--- src/rtl/ts_cap_pkg.sv ---
package ts_cap_pkg;
  localparam int TS_W   = 64;
  localparam int WORD_W = 32;
  localparam int SEQ_W  = 16;
  localparam int UUID_W = 48;
endpackage

--- src/rtl/ts_cap_qual.sv ---
module ts_cap_qual (
  input  logic valid_i,
  input  logic type_ok_i,
  input  logic fcs_ok_i,
  input  logic whole_i,
  output logic commit_o
);
  always_comb begin
    commit_o = valid_i & type_ok_i & fcs_ok_i & whole_i;
  end
endmodule

--- src/rtl/ts_cap_lockctl.sv ---
module ts_cap_lockctl (
  input  logic clk,
  input  logic rst_n,
  input  logic fire_i,
  input  logic clr_i,
  input  logic lock_i,
  output logic we_o,
  output logic flag_o
);
  logic flag_q;
  logic held;

  always_comb begin
    held = lock_i & flag_q & ~clr_i;
    we_o = fire_i & ~held;
  end

  always_ff @(posedge clk or negedge rst_n) begin
    if (!rst_n)      flag_q <= 1'b0;
    else if (fire_i) flag_q <= 1'b1;
    else if (clr_i)  flag_q <= 1'b0;
  end

  assign flag_o = flag_q;


  flag_set_chk: assert property (@(posedge clk) disable iff (!rst_n)
    fire_i |=> flag_o);

  flag_clear_chk: assert property (@(posedge clk) disable iff (!rst_n)
    (clr_i && !fire_i) |=> !flag_o);
endmodule

--- src/rtl/ts_cap_clkreg.sv ---
module ts_cap_clkreg
  import ts_cap_pkg::*;
(
  input  logic              clk,
  input  logic              rst_n,
  input  logic              we_i,
  input  logic [TS_W-1:0]   time_i,
  output logic [WORD_W-1:0] hi_o,
  output logic [WORD_W-1:0] lo_o
);
  always_ff @(posedge clk or negedge rst_n) begin
    if (!rst_n) begin
      hi_o <= '0;
      lo_o <= '0;
    end else if (we_i) begin
      hi_o <= time_i[TS_W-1:WORD_W];
      lo_o <= time_i[WORD_W-1:0];
    end
  end
endmodule

--- src/rtl/ts_cap_idreg.sv ---
module ts_cap_idreg
  import ts_cap_pkg::*;
(
  input  logic              clk,
  input  logic              rst_n,
  input  logic              we_i,
  input  logic [SEQ_W-1:0]  seq_i,
  input  logic [UUID_W-1:0] uuid_i,
  output logic [WORD_W-1:0] hi_o,
  output logic [WORD_W-1:0] lo_o
);
  always_ff @(posedge clk or negedge rst_n) begin
    if (!rst_n) begin
      hi_o <= '0;
      lo_o <= '0;
    end else if (we_i) begin
      hi_o <= {seq_i, uuid_i[UUID_W-1:WORD_W]};
      lo_o <= uuid_i[WORD_W-1:0];
    end
  end
endmodule

--- src/rtl/ts_capture_unit.sv ---
module ts_capture_unit
  import ts_cap_pkg::*;
#(
  parameter  int NPORTS = 2,
  parameter  int NGPIO  = 2,
  localparam int NPKT   = 2 * NPORTS,
  localparam int NB     = NPKT + NGPIO
) (
  input  logic                   clk,
  input  logic                   rst_n,
  input  logic [TS_W-1:0]        time_in,
  input  logic [NPKT-1:0]        pkt_valid,
  input  logic [NPKT-1:0]        pkt_type_ok,
  input  logic [NPKT-1:0]        pkt_fcs_ok,
  input  logic [NPKT-1:0]        pkt_whole_octets,
  input  logic [NPKT*SEQ_W-1:0]  pkt_seq_id,
  input  logic [NPKT*UUID_W-1:0] pkt_src_uuid,
  input  logic [NGPIO-1:0]       gpio_evt,
  input  logic [NB-1:0]          lock_en,
  input  logic [NB-1:0]          int_en,
  input  logic                   flag_clr_we,
  input  logic [NB-1:0]          flag_clr,
  output logic [NB-1:0]          flags,
  output logic                   irq,
  output logic [NB*WORD_W-1:0]   cap_hi,
  output logic [NB*WORD_W-1:0]   cap_lo,
  output logic [NPKT*WORD_W-1:0] id_hi,
  output logic [NPKT*WORD_W-1:0] id_lo
);
  logic [NB-1:0] commit;
  logic [NB-1:0] clr_eff;
  logic [NB-1:0] wr;

  assign clr_eff = flag_clr & {NB{flag_clr_we}};

  for (genvar p = 0; p < NPKT; p++) begin : g_pkt
    ts_cap_qual u_qual (
      .valid_i  (pkt_valid[p]),
      .type_ok_i(pkt_type_ok[p]),
      .fcs_ok_i (pkt_fcs_ok[p]),
      .whole_i  (pkt_whole_octets[p]),
      .commit_o (commit[p])
    );
    ts_cap_idreg u_id (
      .clk   (clk),
      .rst_n (rst_n),
      .we_i  (wr[p]),
      .seq_i (pkt_seq_id[p*SEQ_W +: SEQ_W]),
      .uuid_i(pkt_src_uuid[p*UUID_W +: UUID_W]),
      .hi_o  (id_hi[p*WORD_W +: WORD_W]),
      .lo_o  (id_lo[p*WORD_W +: WORD_W])
    );
  end

  for (genvar g = 0; g < NGPIO; g++) begin : g_gpio
    assign commit[NPKT+g] = gpio_evt[g];
  end

  for (genvar b = 0; b < NB; b++) begin : g_bank
    ts_cap_lockctl u_lock (
      .clk   (clk),
      .rst_n (rst_n),
      .fire_i(commit[b]),
      .clr_i (clr_eff[b]),
      .lock_i(lock_en[b]),
      .we_o  (wr[b]),
      .flag_o(flags[b])
    );
    ts_cap_clkreg u_clk (
      .clk   (clk),
      .rst_n (rst_n),
      .we_i  (wr[b]),
      .time_i(time_in),
      .hi_o  (cap_hi[b*WORD_W +: WORD_W]),
      .lo_o  (cap_lo[b*WORD_W +: WORD_W])
    );


    lock_hold_chk: assert property (@(posedge clk) disable iff (!rst_n)
      (lock_en[b] && flags[b] && !clr_eff[b]) |=>
        ($stable(cap_lo[b*WORD_W +: WORD_W]) && $stable(cap_hi[b*WORD_W +: WORD_W])));

    no_commit_hold_chk: assert property (@(posedge clk) disable iff (!rst_n)
      !commit[b] |=> $stable(cap_lo[b*WORD_W +: WORD_W]));
  end

  assign irq = |(flags & int_en);
endmodule

--- config.mk ---
export PLATFORM = sky130hd
export DESIGN_NAME = ts_capture_unit
export DESIGN_NICKNAME = d
export VERILOG_FILES = /design/src/rtl/ts_cap_pkg.sv /design/src/rtl/ts_cap_qual.sv /design/src/rtl/ts_cap_lockctl.sv /design/src/rtl/ts_cap_clkreg.sv /design/src/rtl/ts_cap_idreg.sv /design/src/rtl/ts_capture_unit.sv
export SDC_FILE = /design/constraint.sdc
export NUM_CORES = 1
export LEC_CHECK = 0
export ABC_AREA = 0
export BUFFER_PORTS_ARGS = -buffer_cell sky130_fd_sc_hd__clkbuf_2
export CAP_MARGIN = 10
export CORE_AREA = 2 2 396 398
export CTS_CLUSTER_SIZE = 30
export DETAILED_ROUTE_END_ITERATION = 10
export DIE_AREA = 0 0 398 400
export PLACE_DENSITY = 0.34
export SLEW_MARGIN = 20
export SYNTH_ARGS = -nofsm -noshare
export SYNTH_HDL_FRONTEND = slang
export SYNTH_HIERARCHICAL = 1
export SYNTH_SLANG_ARGS = --single-unit
--- constraint.sdc ---
create_clock -name clk -period 2.8 [get_ports clk]
set_input_delay 0 -clock clk [delete_from_list [all_inputs] [get_ports clk]]
set_output_delay 0 -clock clk [all_outputs]
set_load 0.005 [all_outputs]
* Yosys cells after proc, flatten, opt, wreduce, memory -nomap -nowiden
Index checks and enable logic that the tools add are counted.
Cells by class: mux-type cells 12, bitwise logic cells 44, reduce and logical (&&, ||, !) cells 7
Operators by type and width (number):
- AND 1 bit | 30
- AND 6 bit | 2
- 2-to-1 mux 1 bit | 12
- inverter 1 bit | 12
- nonzero test 2 bit | 6
- OR reduction 6 bit | 1
Storage, ports and cells: bits in registers 646, bits of input ports 359, output and inout bits 647, logic and storage cells 89

* Depth between registers and ports, before layout
word-level depth 5, depth in mapped cells 6, depth with buffers taken out 4

* Hierarchy
The synthesis kept the hierarchy.
By module, submodules not included:
- ts_cap_clkreg | times used 6, cells each 135, area each 2678.8 um^2
- ts_cap_idreg | times used 4, cells each 135, area each 2678.8 um^2
- ts_cap_lockctl | times used 6, cells each 4, area each 52.6 um^2
- ts_capture_unit | times used 1, cells each 10, area each 65.1 um^2
- ts_cap_qual | times used 4, cells each 1, area each 8.8 um^2

* Least setup slack after synthesis
Ideal clock, no wire load.
path type flip-flop to flip-flop, start register g_bank[0].u_lock.flag_q, end register g_bank[0].u_clk.hi_o[0], setup time 125 ps, arrival 1494 ps, setup slack 1181 ps, stages on the path, launching flop included 6, path through dfrtp_1 -> nor2b_4 -> a21boi_0 -> buf_6 -> buf_12 -> mux2_4
Between the ends: word-level cells in the longest chain between the ends 4
RTL lines:
- start, declared | line ts_cap_lockctl.sv:10 | logic flag_q;
- start signal, assigned | line ts_cap_lockctl.sv:19 | if (!rst_n) flag_q <= 1'b0;
- start signal, assigned | line ts_cap_lockctl.sv:20 | else if (fire_i) flag_q <= 1'b1;
- start signal, assigned | line ts_cap_lockctl.sv:21 | else if (clr_i) flag_q <= 1'b0;
- AND 1 bit (2 in a row) | line ts_cap_lockctl.sv:14 | held = lock_i & flag_q & ~clr_i;
- inverter 1 bit | line ts_cap_lockctl.sv:15 | we_o = fire_i & ~held;
- AND 1 bit | line ts_cap_lockctl.sv:15
- net wr[0] | line ts_capture_unit.sv:32 | logic [NB-1:0] wr;
- end signal, assigned | line ts_cap_clkreg.sv:16 | hi_o <= time_i[TS_W-1:WORD_W];
- end, declared | line ts_cap_clkreg.sv:8 | output logic [WORD_W-1:0] hi_o,
The timed path passes the listed nets, and every way through them passes these cells. A chain may end at the register's enable or synchronous reset.

* Worst setup path in the final report
start register g_bank[3].u_lock.flag_q, end register g_pkt[3].u_id.hi_o[7]
Between the ends: word-level cells in the longest chain between the ends 4
RTL lines:
- start, declared | line ts_cap_lockctl.sv:10
- start signal, assigned | line ts_cap_lockctl.sv:19
- start signal, assigned | line ts_cap_lockctl.sv:20
- start signal, assigned | line ts_cap_lockctl.sv:21
- AND 1 bit (2 in a row) | line ts_cap_lockctl.sv:14
- inverter 1 bit | line ts_cap_lockctl.sv:15
- AND 1 bit | line ts_cap_lockctl.sv:15
- net wr[3] | line ts_capture_unit.sv:32
- end signal, assigned | line ts_cap_idreg.sv:17 | hi_o <= {seq_i, uuid_i[UUID_W-1:WORD_W]};
- end, declared | line ts_cap_idreg.sv:9 | output logic [WORD_W-1:0] hi_o,
The timed path passes the listed nets, and every way through them passes these cells.

==> flow_summary.toml <==
[routing]
route.antenna.remaining_nets = 0
dr.pass1.iters = 4
wl_um = 107000
wire_per_inst_um = 21.5
drt_iter0_markers = 739
vias = 17700
via_per_inst = 3.56
drc_errors = 0

[global_route]
grtUsageMet2_pct = 22.1
antenna_found_initial = 25
busiest_layer = "met2"
met1_usage_pct = 15.1
grt.total_usage_pct = 13.0
grt_pass1_wl_um = 149000
grt_max_degree = 72
use_met3_pct = 4.73
grt_pass1_vias = 19600
overflow = 0

[sta]
fin_tns_setup_ns = 0
fin_crit_ns = 2.46
fmax_mhz = 406
slew_headroom_pct = 54.3
worst_slack_ns = 0.336
rsz0062_at_grt = "no"
slew_violations = 0
hold_viol_final = 0
setup_violations = 0
fin_skew_ns = 0.0361
worstMarginPinSlew_ns = 0.685
post-route-period-util_pct = 88.0

[finish]
nets = 3197
design_area_um2 = 40800
area_delta_synth_final_pct = 49.9
final_common_cell = "clkbuf_2"
final_cell_mix = "1004 x clkbuf_2, 646 x dfrtp_1, 600 x mux2_4"
drive_gt1_share_pct = 63.3

[clocking]
clock_latency_ns = 0.69
cts_resized = 0
clock_sinks = 646
cts_root_buf = "clkbuf_16"
clk_path_buf_depth = 3
cts_tree = "done"
cts_buffers = 80
clk_pin_slew_worst_paths_ns = 0.06
htreeDepth = 3

[worst_setup_path]
cp-end-kind = "register"
required_ns = 3.35
slowest_stage = "dfrtp_1"
critPathLaunchType = "register"
cpPeakStageDelay_ns = 0.77
worst-setup-path-type = "register to register"
crit_chain = "nor2b_4 -> a21boi_4 -> buf_12 -> mux2_4 -> dlygate4sd3_1"
crit_arrival_ns = 3.02
crit_fanout = 14

[synthesis]
yosysSeqAreaShare_pct = 59.4
yosysWarnings = 6
synth_nets = 1747
syn-cell-area_um2 = 27200
syn_inst = 1388
synth_area_per_cell_um2 = 19.6
ys_seq_elements = 646
ys_types = 12

[pwr]
power_density_nw_per_um2 = 759
vdd_ir_drop_max_mv = 0.396
leakagePower_nw = 19.8

[floorplan]
start_util_pct = 17.5
num_io_pins = 1006
die_width_um = 398
num_rows = 145
die_h_um = 400
die-area_um2 = 159000
core_area_um2 = 155000

[place]
io_buffers = 1005
dp_slack_ns = 0.553
dp_hpwl_um = 79200
placed_area_um2 = 34300
place_congestion = 0.813

[outcome]
status = "completed"

[min_path]
worst_hold_path_type = "primary input to register"

[job]
maxCapViolCount = 0
worst max-delay path: cells and delay by family, from the launching register on:
kind,cells,cell delay (ns)
buffers and inverters,2,0.72
AOI/OAI and AO/OA,1,0.11
and+or+nand+nor,1,0.43
muxes,1,0.29
DFF,1,0.77
state kept, by name, indices dropped and copies added, names as in the netlist:
signal / cells
g_bank.u_clk/hi_o: 192
g_bank.u_clk/lo_o: 192
g_bank.u_lock/flag_o: 6
g_pkt.u_id/hi_o: 128
g_pkt.u_id/lo_o: 128
layer usage:
metal / up-vias / share of wire, %
li1: 7810 / -
met2: 690 / 49
met5: - / 0.046
met4: 6 / 2.5
met1: 9007 / 40
met3: 155 / 8.4
where the power goes:
part / switching (mW) / internal (mW) / leakage, nW / total (mW)
clock: 4.32 / 6.46 / 1.34 / 10.8
combinational: 2.96 / 4.59 / 10.7 / 7.55
sequential: 1.27 / 11.4 / 7.72 / 12.6
total: 8.54 / 22.4 / 19.8 / 31.0
cell families (layout without fill, tap and decap cells):
logic type / Yosys count / count (layout) / share of synthesized area, %
DFF: 646 / 646 / 59.4
muxes: 640 / 640 / 34.8
buffers and inverters: 70 / 1581 / 4.83
and+or+nand+nor: 23 / 23 / 0.727
AOI/OAI and AO/OA: 9 / 9 / 0.248
other: 0 / 4 / 0
synth_stat cells, drive strengths merged:
library cell	n	area share, %
dfrtp	646	59
a22oi	3	0.083
and2	6	0.14
or2	6	0.14
buf	70	4.8
and4	4	0.13
nor2b	6	0.30
a21boi	6	0.17
mux2	640	35
nand3	1	0.018
area by class of cell:
| type | instances | area, µm² |
|---|---|---|
| Fill cell | 16100 | 114000 |
| Tap cell | 2058 | 2570 |
| Timing Repair Buffer | 1438 | 9530 |
| Clock buffer | 124 | 2440 |
| Multi-Input combinational cell | 672 | 9790 |
| Sequential cell | 646 | 16200 |
| Clock inverter | 19 | 277 |
| Antenna cell | 4 | 10.0 |
stage by stage:
stage	total power [mW]	utilization [%]	hold WS, ns	std cells
finish	31.0	26.3	0.0345	4961
global route	32.6	26.3	0.0411	4960
CTS	31.6	26.3	0.00302	4957
detailed placement	19.9	22.1	0.0778	4435
global placement	19.8	22.1	0.0653	4435
floorplan	15.9	-	-0.296	1388
repair_timing:
action                                   CTS  global route
buffers inserted                           0             0
endpoints found under the setup margin     0             0
hold endpoints to repair                1165             0
hold buffers                             379             0
worst paths after layout:
kind / from / to / slack [ns] / depth (start not counted)
max in group asynchronous: rst_n / g_bank[4].u_clk/hi_o[29] / 1.98 / 3
setup reg to reg: g_bank[3].u_lock/flag_o / g_pkt[3].u_id/hi_o[7] / 0.34 / 5
min in group asynchronous: rst_n / g_bank[4].u_clk/lo_o[19] / 0.17 / 3
setup / recovery: g_bank[3].u_lock/flag_o / g_pkt[3].u_id/hi_o[7] / 0.34 / 5
hold reg to reg: g_pkt[2].u_id/lo_o[31] / g_pkt[2].u_id/lo_o[31] / 0.50 / 1
hold / removal: flag_clr_we / g_bank[1].u_lock/flag_o / 0.03 / 4
No activity file was read; power rests on OpenSTA's default activity.
